$ cat src/rtl/opr_pkg.sv
package opr_pkg;

  localparam int MODE_W = 4;
  localparam int CLS_W  = 4;

  typedef enum logic [MODE_W-1:0] {
    AM_IMM = 4'd0,
    AM_ACC = 4'd1,
    AM_ZPG = 4'd2,
    AM_ZPX = 4'd3,
    AM_ZPY = 4'd4,
    AM_ABS = 4'd5,
    AM_ABX = 4'd6,
    AM_ABY = 4'd7,
    AM_IDX = 4'd8,
    AM_IDY = 4'd9,
    AM_IMP = 4'd10
  } amode_e;

  typedef enum logic [CLS_W-1:0] {
    OC_LOAD = 4'd0,
    OC_READ = 4'd1,
    OC_RMW  = 4'd2,
    OC_STA  = 4'd3,
    OC_BRK  = 4'd4,
    OC_RET  = 4'd5,
    OC_JMP  = 4'd6,
    OC_PULL = 4'd7,
    OC_PUSH = 4'd8,
    OC_MISC = 4'd9
  } oclass_e;

  typedef enum logic [2:0] {
    ST_IDLE,
    ST_PLO,
    ST_PHI,
    ST_PHW,
    ST_OADR,
    ST_OWAIT,
    ST_FIN
  } rstate_e;

  function automatic logic mode_is_ptr(input amode_e m);
    return (m == AM_IDX) || (m == AM_IDY);
  endfunction

  function automatic logic mode_is_direct(input amode_e m);
    return (m == AM_ZPG) || (m == AM_ZPX) || (m == AM_ZPY) ||
           (m == AM_ABS) || (m == AM_ABX) || (m == AM_ABY);
  endfunction

  function automatic logic mode_is_zp(input amode_e m);
    return (m == AM_ZPG) || (m == AM_ZPX) || (m == AM_ZPY);
  endfunction

endpackage

$ cat src/rtl/opr_ea_unit.sv
module opr_ea_unit
  import opr_pkg::*;
#(
  parameter int DATA_W   = 8,
  parameter int ADDR_W   = 2 * DATA_W,
  parameter bit PTR_WRAP = 1'b1
) (
  input  amode_e            mode,
  input  logic [ADDR_W-1:0] operand,
  input  logic [DATA_W-1:0] idx_x,
  input  logic [DATA_W-1:0] idx_y,
  input  logic [DATA_W-1:0] ptr_lo,
  input  logic [DATA_W-1:0] ptr_hi,
  output logic [ADDR_W-1:0] ptr_lo_addr,
  output logic [ADDR_W-1:0] ptr_hi_addr,
  output logic [ADDR_W-1:0] eff_addr,
  output logic              page_diff
);

  localparam int PAGE_W = ADDR_W - DATA_W;

  logic [DATA_W-1:0] op_lo;
  logic [DATA_W-1:0] zp_base;
  logic [DATA_W-1:0] zp_sum_x;
  logic [DATA_W-1:0] zp_sum_y;
  logic [ADDR_W-1:0] pointer;
  logic [ADDR_W-1:0] x_ext;
  logic [ADDR_W-1:0] y_ext;
  logic [ADDR_W-1:0] base_addr;

  assign op_lo    = operand[DATA_W-1:0];
  assign zp_sum_x = op_lo + idx_x;
  assign zp_sum_y = op_lo + idx_y;
  assign zp_base  = (mode == AM_IDX) ? zp_sum_x : op_lo;
  assign pointer  = {ptr_hi, ptr_lo};
  assign x_ext    = {{PAGE_W{1'b0}}, idx_x};
  assign y_ext    = {{PAGE_W{1'b0}}, idx_y};

  assign ptr_lo_addr = {{PAGE_W{1'b0}}, zp_base};

  generate
    if (PTR_WRAP) begin : g_ptr_wrap
      logic [DATA_W-1:0] zp_next;
      assign zp_next     = zp_base + DATA_W'(1);
      assign ptr_hi_addr = {{PAGE_W{1'b0}}, zp_next};
    end else begin : g_ptr_linear
      assign ptr_hi_addr = ptr_lo_addr + ADDR_W'(1);
    end
  endgenerate

  always_comb begin
    case (mode)
      AM_ZPG:  eff_addr = {{PAGE_W{1'b0}}, op_lo};
      AM_ZPX:  eff_addr = {{PAGE_W{1'b0}}, zp_sum_x};
      AM_ZPY:  eff_addr = {{PAGE_W{1'b0}}, zp_sum_y};
      AM_ABX:  eff_addr = operand + x_ext;
      AM_ABY:  eff_addr = operand + y_ext;
      AM_IDX:  eff_addr = pointer;
      AM_IDY:  eff_addr = pointer + y_ext;
      default: eff_addr = operand;
    endcase
  end

  always_comb begin
    case (mode)
      AM_ABX, AM_ABY: base_addr = operand;
      AM_IDY:         base_addr = pointer;
      default:        base_addr = eff_addr;
    endcase
  end

  assign page_diff = (base_addr[ADDR_W-1:DATA_W] != eff_addr[ADDR_W-1:DATA_W]);

endmodule

$ cat src/rtl/opr_cost_table.sv
module opr_cost_table
  import opr_pkg::*;
#(
  parameter int CYC_W = 4
) (
  input  amode_e           mode,
  input  oclass_e          opclass,
  input  logic             page_diff,
  output logic [CYC_W-1:0] cycles,
  output logic [1:0]       length,
  output logic             penalty
);

  logic [CYC_W-1:0] base_cyc;

  always_comb begin
    case (mode)
      AM_ABS, AM_ABX, AM_ABY: length = 2'd3;
      AM_ACC:                 length = 2'd1;
      default:                length = 2'd2;
    endcase
  end

  always_comb begin
    base_cyc = CYC_W'(2);
    case (opclass)
      OC_LOAD, OC_READ: begin
        case (mode)
          AM_ZPG:                                 base_cyc = CYC_W'(3);
          AM_ZPX, AM_ZPY, AM_ABS, AM_ABX, AM_ABY: base_cyc = CYC_W'(4);
          AM_IDX:                                 base_cyc = CYC_W'(6);
          AM_IDY:                                 base_cyc = CYC_W'(5);
          default:                                base_cyc = CYC_W'(2);
        endcase
      end
      OC_RMW: begin
        case (mode)
          AM_ZPG:         base_cyc = CYC_W'(5);
          AM_ZPX, AM_ABS: base_cyc = CYC_W'(6);
          AM_ABX:         base_cyc = CYC_W'(7);
          default:        base_cyc = CYC_W'(2);
        endcase
      end
      OC_STA: begin
        case (mode)
          AM_ZPG:         base_cyc = CYC_W'(3);
          AM_ZPX, AM_ABS: base_cyc = CYC_W'(4);
          AM_ABX, AM_ABY: base_cyc = CYC_W'(5);
          AM_IDX, AM_IDY: base_cyc = CYC_W'(6);
          default:        base_cyc = CYC_W'(2);
        endcase
      end
      OC_BRK:  base_cyc = CYC_W'(7);
      OC_RET:  base_cyc = CYC_W'(6);
      OC_JMP:  base_cyc = CYC_W'(5);
      OC_PULL: base_cyc = CYC_W'(4);
      OC_PUSH: base_cyc = CYC_W'(3);
      default: base_cyc = CYC_W'(2);
    endcase
  end

  assign penalty = (opclass == OC_LOAD) && page_diff &&
                   ((mode == AM_ABX) || (mode == AM_ABY) || (mode == AM_IDY));

  assign cycles = base_cyc + CYC_W'(penalty);

endmodule

$ cat src/rtl/opnd_resolve.sv
module opnd_resolve
  import opr_pkg::*;
#(
  parameter int DATA_W   = 8,
  parameter int ADDR_W   = 2 * DATA_W,
  parameter int CYC_W    = 4,
  parameter bit PTR_WRAP = 1'b1
) (
  input  logic              clk,
  input  logic              rst,
  input  logic              start,
  input  logic [MODE_W-1:0] mode,
  input  logic [CLS_W-1:0]  opclass,
  input  logic [ADDR_W-1:0] operand,
  input  logic [DATA_W-1:0] idx_x,
  input  logic [DATA_W-1:0] idx_y,
  input  logic [DATA_W-1:0] acc,
  output logic [ADDR_W-1:0] mem_addr,
  output logic              mem_rd,
  input  logic [DATA_W-1:0] mem_rdata,
  output logic              done,
  output logic [DATA_W-1:0] value,
  output logic [1:0]        length,
  output logic [CYC_W-1:0]  cycles,
  output logic              crossed
);

  rstate_e           state_q;
  amode_e            mode_q;
  oclass_e           cls_q;
  logic [ADDR_W-1:0] op_q;
  logic [DATA_W-1:0] x_q;
  logic [DATA_W-1:0] y_q;
  logic [DATA_W-1:0] a_q;
  logic [DATA_W-1:0] ptr_lo_q;
  logic [DATA_W-1:0] ptr_hi_q;

  logic [ADDR_W-1:0] ptr_lo_addr;
  logic [ADDR_W-1:0] ptr_hi_addr;
  logic [ADDR_W-1:0] eff_addr;
  logic              page_diff;
  logic [CYC_W-1:0]  cost_cyc;
  logic [1:0]        cost_len;
  logic              cost_pen;
  logic [DATA_W-1:0] inline_val;

  logic              busy;
  logic              ptr_phase;
  logic              zp_phase;

  opr_ea_unit #(
    .DATA_W  (DATA_W),
    .ADDR_W  (ADDR_W),
    .PTR_WRAP(PTR_WRAP)
  ) i_ea (
    .mode       (mode_q),
    .operand    (op_q),
    .idx_x      (x_q),
    .idx_y      (y_q),
    .ptr_lo     (ptr_lo_q),
    .ptr_hi     (ptr_hi_q),
    .ptr_lo_addr(ptr_lo_addr),
    .ptr_hi_addr(ptr_hi_addr),
    .eff_addr   (eff_addr),
    .page_diff  (page_diff)
  );

  opr_cost_table #(
    .CYC_W(CYC_W)
  ) i_cost (
    .mode     (mode_q),
    .opclass  (cls_q),
    .page_diff(page_diff),
    .cycles   (cost_cyc),
    .length   (cost_len),
    .penalty  (cost_pen)
  );

  always_comb begin
    case (mode_q)
      AM_IMM:  inline_val = op_q[DATA_W-1:0];
      AM_ACC:  inline_val = a_q;
      default: inline_val = '0;
    endcase
  end

  always_comb begin
    case (state_q)
      ST_PLO:  mem_addr = ptr_lo_addr;
      ST_PHI:  mem_addr = ptr_hi_addr;
      default: mem_addr = eff_addr;
    endcase
  end

  assign mem_rd    = (state_q == ST_PLO) || (state_q == ST_PHI) || (state_q == ST_OADR);
  assign busy      = (state_q != ST_IDLE);
  assign ptr_phase = (state_q == ST_PLO) || (state_q == ST_PHI);
  assign zp_phase  = (state_q == ST_OADR) && mode_is_zp(mode_q);

  always_ff @(posedge clk) begin
    if (rst) begin
      state_q  <= ST_IDLE;
      mode_q   <= AM_IMP;
      cls_q    <= OC_MISC;
      op_q     <= '0;
      x_q      <= '0;
      y_q      <= '0;
      a_q      <= '0;
      ptr_lo_q <= '0;
      ptr_hi_q <= '0;
      done     <= 1'b0;
      value    <= '0;
      length   <= '0;
      cycles   <= '0;
      crossed  <= 1'b0;
    end else begin
      done <= 1'b0;
      case (state_q)
        ST_IDLE: begin
          if (start) begin
            mode_q <= amode_e'(mode);
            cls_q  <= oclass_e'(opclass);
            op_q   <= operand;
            x_q    <= idx_x;
            y_q    <= idx_y;
            a_q    <= acc;
            if (mode_is_ptr(amode_e'(mode)))
              state_q <= ST_PLO;
            else if (mode_is_direct(amode_e'(mode)))
              state_q <= ST_OADR;
            else
              state_q <= ST_FIN;
          end
        end
        ST_PLO: state_q <= ST_PHI;
        ST_PHI: begin
          ptr_lo_q <= mem_rdata;
          state_q  <= ST_PHW;
        end
        ST_PHW: begin
          ptr_hi_q <= mem_rdata;
          state_q  <= ST_OADR;
        end
        ST_OADR: state_q <= ST_OWAIT;
        ST_OWAIT: begin
          value   <= mem_rdata;
          length  <= cost_len;
          cycles  <= cost_cyc;
          crossed <= cost_pen;
          done    <= 1'b1;
          state_q <= ST_IDLE;
        end
        ST_FIN: begin
          value   <= inline_val;
          length  <= cost_len;
          cycles  <= cost_cyc;
          crossed <= cost_pen;
          done    <= 1'b1;
          state_q <= ST_IDLE;
        end
        default: state_q <= ST_IDLE;
      endcase
    end
  end

endmodule

$ cat config.mk
export PLATFORM = sky130hd
export DESIGN_NAME = opnd_resolve
export DESIGN_NICKNAME = d
export VERILOG_FILES = /design/src/rtl/opr_pkg.sv /design/src/rtl/opr_ea_unit.sv /design/src/rtl/opr_cost_table.sv /design/src/rtl/opnd_resolve.sv
export SDC_FILE = /design/constraint.sdc
export NUM_CORES = 1
export LEC_CHECK = 0
export BUFFER_PORTS_ARGS = -buffer_cell sky130_fd_sc_hd__buf_4
export CAP_MARGIN = 30
export CORE_ASPECT_RATIO = 0.8
export CORE_UTILIZATION = 55
export CTS_CLUSTER_DIAMETER = 150
export DETAILED_ROUTE_END_ITERATION = 10
export HOLD_SLACK_MARGIN = 0.1
export PLACE_DENSITY = 0.83
export SLEW_MARGIN = 20
export SYNTH_ARGS = -nofsm -noshare
export SYNTH_HDL_FRONTEND = slang
export SYNTH_SLANG_ARGS = --single-unit
$ cat constraint.sdc
create_clock -name clk -period 6.6 [get_ports clk]
set_input_delay 1.32 -clock clk [delete_from_list [all_inputs] [get_ports clk]]
set_output_delay 1.32 -clock clk [all_outputs]
set_load 0.05 [all_outputs]
==> summary.txt, run 1 <==
=========================================================================
Fraction of the cycle the final worst path needs ...........        82.4%
Cell accounting for the most synthesized area ..............      dfxtp_1
Initial antenna violation count ............................            0
Number of storage elements in the synthesis netlist ........           86
Leakage Power ..............................................      2.86 nW
Depth of the worst register-to-register path ...............           20
Num Clock Sinks ............................................           86
Number of fill cells .......................................          935
Most common flop cell mapped by yosys ......................      dfxtp_1
Kind of path behind the tightest hold check ................ flip-flop to flip-flop
Startpoint of the most critical register-to-register path ..    mode_q[0]
Beginning of the worst hold path ...........................       x_q[3]
Number of cells after detailed placement ...................        1,016
First DRT Iteration DRCs ...................................          715
Die Outline Area ...........................................   11,400 µm²
Share of post-route cells with drive strength above 1 ......        14.7%
Maximum clock frequency ....................................    0.184 GHz
Pin count of the biggest net entering global routing .......           86
Detailed-route DRC error count .............................            0
Avg Cell Area, Syn .........................................     7.24 µm²
Netlist area before placement ..............................     6060 µm²
Worst vdd rail ir drop .....................................     0.187 mV
Sequential area share after synthesis ......................        28.4%
Post-layout nets ...........................................          978
Count of standard-cell rows ................................           33
IO Count ...................................................           92
Worst Clk Skew .............................................   0.00769 ns
Total wirelength of the detailed-routed design .............    18,100 µm
Final Instance Count excl. Fillers .........................        1,033
Number of nets with antenna violations after routing .......            0
Cell types with the highest counts after synthesis ......... nand2_1, a21oi_1, dfxtp_1, clkbuf_1, nor2_1
Critical path's top delay family ........................... compound AO/OA/AOI/OAI gates
Total vias in the final route ..............................        6,293
Initial Util ...............................................        57.8%
Series of cell instances along the critical path ........... buf_8 -> and4bb_2 -> nand2_1 -> nand2_1 -> ha_1 -> a21oi_1 -> o22ai_1 -> o21ai_1 -> nand2b_1 -> xnor2_1 -> o221ai_1 -> a21o_1 -> a221oi_1 -> o221ai_1 -> buf_4
# setup viols final ........................................            0
Die span in x ..............................................       119 µm
Hold Path Sink .............................................       x_q[3]
Antenna cells ..............................................            0
GR met2 Demand/Resource ....................................        47.2%
Final critical path time including I/O delays and setup ....      5.44 ns
Count of flip-flops with a built-in enable after synthesis .            0
Number of H-tree levels ....................................            3
Critical path buffers and inverters ........................            2
Growth of design area from synthesis to finish .............        16.3%
Hold Path Stages ...........................................            2
Slew at the pin with the worst max-slew slack ..............     0.956 ns
Most frequent cell after synthesis .........................      nand2_1
Fraction of met1 tracks used by global routing .............        45.3%
Ratio of total power to cell area ..........................   263 nW/µm²
Global placement routability congestion ....................         1.02
Critical path required time ................................      5.28 ns
Endpoint type of the worst setup path ......................  output port
DPL Wire Length ............................................    13,200 µm
Worst reg2reg setup slack ..................................      1.34 ns
Number of CTS-inserted buffers .............................            9
Routed WL per cell .........................................      17.5 µm
Later-pin clock latency in the skew report .................      0.34 ns
Syn Nets ...................................................          927
Most utilized layer in the global route result .............         met2
Number of max-capacitance violations reported ..............            0
Final Hold Vio Count .......................................            0
Height of the chip .........................................      95.9 µm
Fin. max-slew vios .........................................            0
Critical path type ......................................... flip-flop to output port
Post-CTS Resized ...........................................            0
Global-route wire length before repair .....................    28,800 µm
Slowest Stage Delay on Critical Path .......................      0.59 ns
Input/output buffers .......................................           91
Relative slew margins ......................................        36.3%
WHS ........................................................     0.463 ns
Slowest-stage cell, CP .....................................      dfxtp_1
Count of warnings emitted by yosys .........................            0
Number of unique standard cell types used by synthesis .....           69
Area share of the largest cell type after synthesis ........        28.4%
Reg-to-reg endpoint ........................................    cycles[2]
First-pass detailed-route iteration total ..................            8
Vias in the first global route .............................        5,668
Share of the core filled with cells ........................        67.2%
Root Driver ................................................    clkbuf_16
Clock transition at the registers of the reported paths ....      0.07 ns
Setup repair bufs after CTS ................................            0
Maximum buffer depth of the clock tree .....................            2
Critical path peak fanout ..................................           14
Setup total negative slack .................................         0 ns
Hold_buf cts ...............................................            0
Outcome .................................................... finished, final reports clean
CP startpoint kind .........................................    flip-flop
Post-Syn Instances .........................................          837
All-layer global routing usage .............................        32.0%
Synth async-reset ratio ....................................           0%
Total global routing overflow ..............................            0
Setup repair after global routing missed its margin ........           no
Worst endpoint data arrival time ...........................      4.12 ns
Via-to-Cell Ratio ..........................................         6.09
Core footprint .............................................   10,500 µm²
Met3 routing resource usage after global routing ...........        9.30%
Biggest area contributors in the synthesized netlist ....... dfxtp_1, nand2_1, a21oi_1
CTS tree ...................................................          yes
=========================================================================
stage by stage:
step	power [mW]	cell area, µm²	setup slack [ns]
2_1_floorplan	1.16	6060	0.966
3_5_place_dp	1.36	6750	1.27
3_3_place_gp	1.35	6740	1.42
6_report	1.86	7050	1.16
5_1_grt	1.94	7050	0.903
4_1_cts	1.84	7030	0.980
sequential cells by signal, summed over array words and instances, names as in the netlist, 3 cells and up, named ones only:
signal and flops:
a_q 8, cls_q 4, cycles 4, mode_q 4
op_q 16, ptr_hi_q 8, ptr_lo_q 8, state_q 3
value 8, x_q 8, y_q 8
report_power, final:
part           internal, mW  switching (mW)
clock network         0.262           0.227
registers             0.571          0.0891
logic                 0.252           0.454
total                  1.09           0.770
worst register-to-register path: cells and delay by family, from the launching register on:
| family | cells | cell delay, ns |
|---|---|---|
| AOI/OAI and AO/OA | 8 | 2.27 |
| adders and majority gates | 4 | 0.84 |
| buffers and inverters | 1 | 0.23 |
| and+or+nand+nor | 6 | 1.09 |
| DFF | 1 | 0.59 |
| xor gates and xnor gates | 1 | 0.16 |
kinds of logic (layout without fill, tap and decap cells):
kind of cell             Yosys count  after routing  share of synthesized area [%]
XOR/XNOR                          39             39                           5.64
AND/OR/NAND/NOR                  339            339                           25.0
AO/OA/AOI/OAI                    247            247                           25.7
multiplexers                      23             23                           3.88
adder cells (fa/ha/maj)           31             31                           6.77
buffers and inverters             72            128                           4.67
flip-flops                        86             86                           28.4
final cells by class:
class | instances | area [µm²] | area share, %
clock buffers | 10 | 229 | 3.25
flip-flops and latches | 86 | 1720 | 24.4
clock inverters | 6 | 52.6 | 0.746
repair buffers | 100 | 756 | 10.7
inverters | 12 | 45.0 | 0.639
well taps | 140 | 175 | 2.49
multi-input cells | 679 | 4070 | 57.7
layout by cell type (no fill, tap or decap), drive strengths merged, types with 5 or more instances in the layout:
master	synthesis	final
nor3	21	21
o211ai	14	14
nor2	47	47
a211oi	11	11
or2	6	6
a21oi	121	121
clkbuf	49	10
o21ai	29	29
mux2i	19	19
dfxtp	86	86
nand2	196	196
buf	11	100
o221ai	8	8
a21o	7	7
a222oi	6	6
nand3b	5	5
a31oi	5	5
xnor2	28	28
nand3	19	19
xor2	11	11
o21a	6	6
a221oi	5	5
ha	28	28
inv	11	15
a22oi	7	7
nand2b	9	9
how the worst max path moves through the flow:
stage / start / endpoint / slack (ns) / cells past startpoint
6_report: mode_q[0] / mem_addr[7] / 1.16 / 15
5_1_grt: mode_q[0] / cycles[2] / 0.90 / 20
4_1_cts: mode_q[0] / mem_addr[13] / 0.98 / 14
3_5_place_dp: mode_q[0] / cycles[2] / 1.27 / 19
3_3_place_gp: mode_q[0] / cycles[2] / 1.42 / 19
2_1_floorplan: mode_q[2] / mem_addr[15] / 0.97 / 17
layer usage:
metal  share of wire [%]  vias up  routed length [µm]
met2                  41      353                7450
met4                 1.5        0                 280
met5                   0        -                   0
met1                  45     2820                8110
li1                    -     3086                   -
met3                  12       34                2220
Note: power is estimated with default switching activity, not from simulation.
==> run 2: changes to the inputs <==
--- a/config.mk
+++ b/config.mk
@@ -5,10 +5,11 @@
 export SDC_FILE = /design/constraint.sdc
 export NUM_CORES = 1
 export LEC_CHECK = 0
+export ABC_AREA = 1
 export BUFFER_PORTS_ARGS = -buffer_cell sky130_fd_sc_hd__buf_4
 export CAP_MARGIN = 30
 export CORE_ASPECT_RATIO = 0.8
-export CORE_UTILIZATION = 55
+export CORE_UTILIZATION = 52
 export CTS_CLUSTER_DIAMETER = 150
 export DETAILED_ROUTE_END_ITERATION = 10
 export HOLD_SLACK_MARGIN = 0.1
==> constraint.sdc (replaced) <==
create_clock -name clk -period 4.6 [get_ports clk]
set_input_delay 0.92 -clock clk [delete_from_list [all_inputs] [get_ports clk]]
set_output_delay 0.92 -clock clk [all_outputs]
set_load 0.05 [all_outputs]
==> run 2 against run 1 <==
- register-to-register slack worse by 0.30 ns
- design area is 2.7% lower
- clock power is 47% higher
- wire length is 4.7% lower
- critical path depth is 6 higher
- largest cell class unchanged
==> summary.txt, run 2 <==
=========================================================================
Detailed-route DRC error count .............................            0
Initial Util ...............................................        54.8%
Height of the chip .........................................      96.2 µm
DPL Wire Length ............................................    13,000 µm
Initial antenna violation count ............................            0
Final Hold Vio Count .......................................            0
Ratio of total power to cell area ..........................   686 nW/µm²
Worst Clk Skew .............................................   0.00892 ns
Flip-flop count of the largest register after layout .......           16
Part of the total power dissipated in combinational logic ..        59.0%
Vias in the first global route .............................        5,561
Cell accounting for the most synthesized area ..............      dfxtp_1
Most frequent cells in the layout .......................... nand2_1, o21ai_0, inv_1
Top register by number of flip-flops .......................         op_q
First-pass detailed-route iteration total ..................            5
Part of the total power dissipated in the clock network ....        15.3%
Count of flip-flops with a built-in enable after synthesis .            0
Netlist area before placement ..............................     5770 µm²
Final critical path time including I/O delays and setup ....      4.26 ns
Worst endpoint data arrival time ...........................      3.34 ns
Combinational family with the most area after synthesis .... compound AO/OA/AOI/OAI gates
Number of H-tree levels ....................................            3
Power spent charging and discharging nets ..................      2.49 mW
All-layer global routing usage .............................        30.9%
Via-to-Cell Ratio ..........................................         5.62
Number of max-capacitance violations reported ..............            0
Worst reg2reg setup slack ..................................      1.04 ns
Most frequent cell after synthesis .........................      nand2_1
Setup repair after global routing missed its margin ........           no
Slew at the pin with the worst max-slew slack ..............     0.810 ns
Switching fraction of total power ..........................        52.9%
IO Count ...................................................           92
Xor and xnor area share after synthesis ....................        1.22%
Outcome .................................................... finished, final reports clean
Die Outline Area ...........................................   11,500 µm²
Post-Syn Instances .........................................          879
CP startpoint kind .........................................    flip-flop
Clock transition at the registers of the reported paths ....      0.07 ns
Leakage Power ..............................................      3.19 nW
Synth Area in Adders .......................................        7.12%
Pin count of the biggest net entering global routing .......           60
Fin. max-slew vios .........................................            0
Root Driver ................................................    clkbuf_16
Total wirelength of the detailed-routed design .............    17,200 µm
Input/output buffers .......................................           91
Post-synthesis compound-gate area fraction .................        26.1%
Endpoint type of the worst setup path ......................  output port
Relative slew margins ......................................        45.6%
Worst vdd rail ir drop .....................................     0.425 mV
Setup total negative slack .................................         0 ns
Simple logic cell fraction of the synthesized area .........        25.6%
Avg Cell Area, Syn .........................................     6.56 µm²
Internal power .............................................      2.21 mW
Maximum clock frequency ....................................    0.235 GHz
Global placement routability congestion ....................        0.993
Biggest area contributors in the synthesized netlist ....... dfxtp_1, o21ai_0, nand2_1
WHS ........................................................     0.462 ns
Global-route wire length before repair .....................    27,600 µm
Die span in x ..............................................       120 µm
Number of CTS-inserted buffers .............................            9
Cell types with the highest counts after synthesis ......... nand2_1, o21ai_0, inv_1, nor2_1, dfxtp_1
Total vias in the final route ..............................        6,204
Sequential area share after synthesis ......................        29.9%
Fraction of the cycle the final worst path needs ...........        92.6%
Later-pin clock latency in the skew report .................      0.35 ns
Fraction of power consumed by sequential logic .............        25.7%
Final instance area ........................................     6850 µm²
Number of storage elements in the synthesis netlist ........           86
Post-Place Cell Area .......................................     6550 µm²
Critical path peak fanout ..................................           20
Total global routing overflow ..............................            0
Share of post-route cells with drive strength above 1 ......        15.5%
Mux share of post-synthesis cell area ......................           0%
Post-layout nets ...........................................        1,049
Critical path type ......................................... flip-flop to output port
Count of warnings emitted by yosys .........................            0
CTS tree ...................................................          yes
Most common flop cell mapped by yosys ......................      dfxtp_1
Critical path required time ................................      3.68 ns
Num Clock Sinks ............................................           86
# setup viols final ........................................            0
Core footprint .............................................   10,500 µm²
Maximum buffer depth of the clock tree .....................            2
Number of unique standard cell types used by synthesis .....           45
Number of nets with antenna violations after routing .......            0
Routed WL per cell .........................................      15.6 µm
Antenna cells ..............................................            0
Growth of design area from synthesis to finish .............        18.9%
Count of standard-cell rows ................................           33
Area share of the largest cell type after synthesis ........        29.9%
Syn Nets ...................................................          969
Kind of path behind the tightest hold check ................ flip-flop to flip-flop
First DRT Iteration DRCs ...................................          648
Most common cell after layout, fill and taps aside .........      nand2_1
Synth async-reset ratio ....................................           0%
=========================================================================
[run 2: per-stage QoR]
stage | instances | power, mW | util, % | setup WS (ns)
final | 1104 | 4.70 | 65.1 | 0.341
after global routing | 1104 | 5.03 | 65.1 | 0.0379
after CTS | 1103 | 4.64 | 64.9 | 0.274
after detailed placement | 1087 | 3.91 | 62.2 | 0.664
after global placement | 1087 | 3.88 | 62.2 | 0.735
after floorplan | 879 | 3.14 | - | 0.332
[run 2: repair_timing]
| item | CTS | global route |
|---|---|---|
| gates resized for setup | 0 | 4 |
| setup endpoints to repair | 0 | 2 |
| hold buffers | 0 | 0 |
| setup buffers | 0 | 1 |
[run 2: power by group through the flow]
stage | logic, mW | registers [mW] | clock network [mW]
after floorplan | 1.88 | 1.26 | 0
after global placement | 2.68 | 1.20 | 0
after detailed placement | 2.71 | 1.20 | 0
after CTS | 2.73 | 1.19 | 0.724
after global routing | 3.04 | 1.23 | 0.758
final | 2.77 | 1.21 | 0.720
[run 2: path summary, 6_finish.rpt]
kind                                start      endpoint  cells after the start
worst max-delay path            mode_q[0]  mem_addr[13]                     21
worst min-delay path               a_q[4]        a_q[4]                      2
worst max register to register  mode_q[0]     cycles[1]                     24
worst min register to register     a_q[4]        a_q[4]                      2
[run 2: layer usage]
layer	track usage, %	routed length [µm]	vias to the layer above	part of all wire [%]
li1	-	-	3121	-
met1	43.7	8070	2755	47
met2	46.3	7090	298	41
met3	6.93	1760	30	10
met4	9.79	295	0	1.7
met5	0	0	-	0
[run 2: critical path, cell delays in order, from the launching register on]
cell and delay, ns:
dfxtp_1 0.37, inv_1 0.11, nor2_4 0.16, nand2_4 0.12
buf_6 0.19, nand2_1 0.06, o21ai_0 0.08, ha_1 0.37
nand2_1 0.09, nor2_1 0.11, nand2_1 0.06, nand2_1 0.10
nand2_1 0.08, nand2_1 0.10, nand2_2 0.08, or2_1 0.23
o21ai_1 0.15, nand3_1 0.09, nand3_1 0.08, o21ai_1 0.07
nor2_1 0.08, buf_4 0.20
[run 2: logic make-up (layout without fill, tap and decap cells)]
logic type,after synthesis,in the layout
xor+xnor,8,8
simple gates,338,338
buf+inv,149,234
flops,86,86
fa+ha+maj,31,31
compound gates,267,267
[run 2: layout make-up]
cell class | count | area (µm²)
sequential | 86 | 1720
timing repair buffer | 100 | 754
clock inverter | 5 | 42.5
multi-input combinational | 644 | 3470
fill | 1003 | 3670
inverter | 118 | 443
clock buffer | 11 | 243
tap | 140 | 175
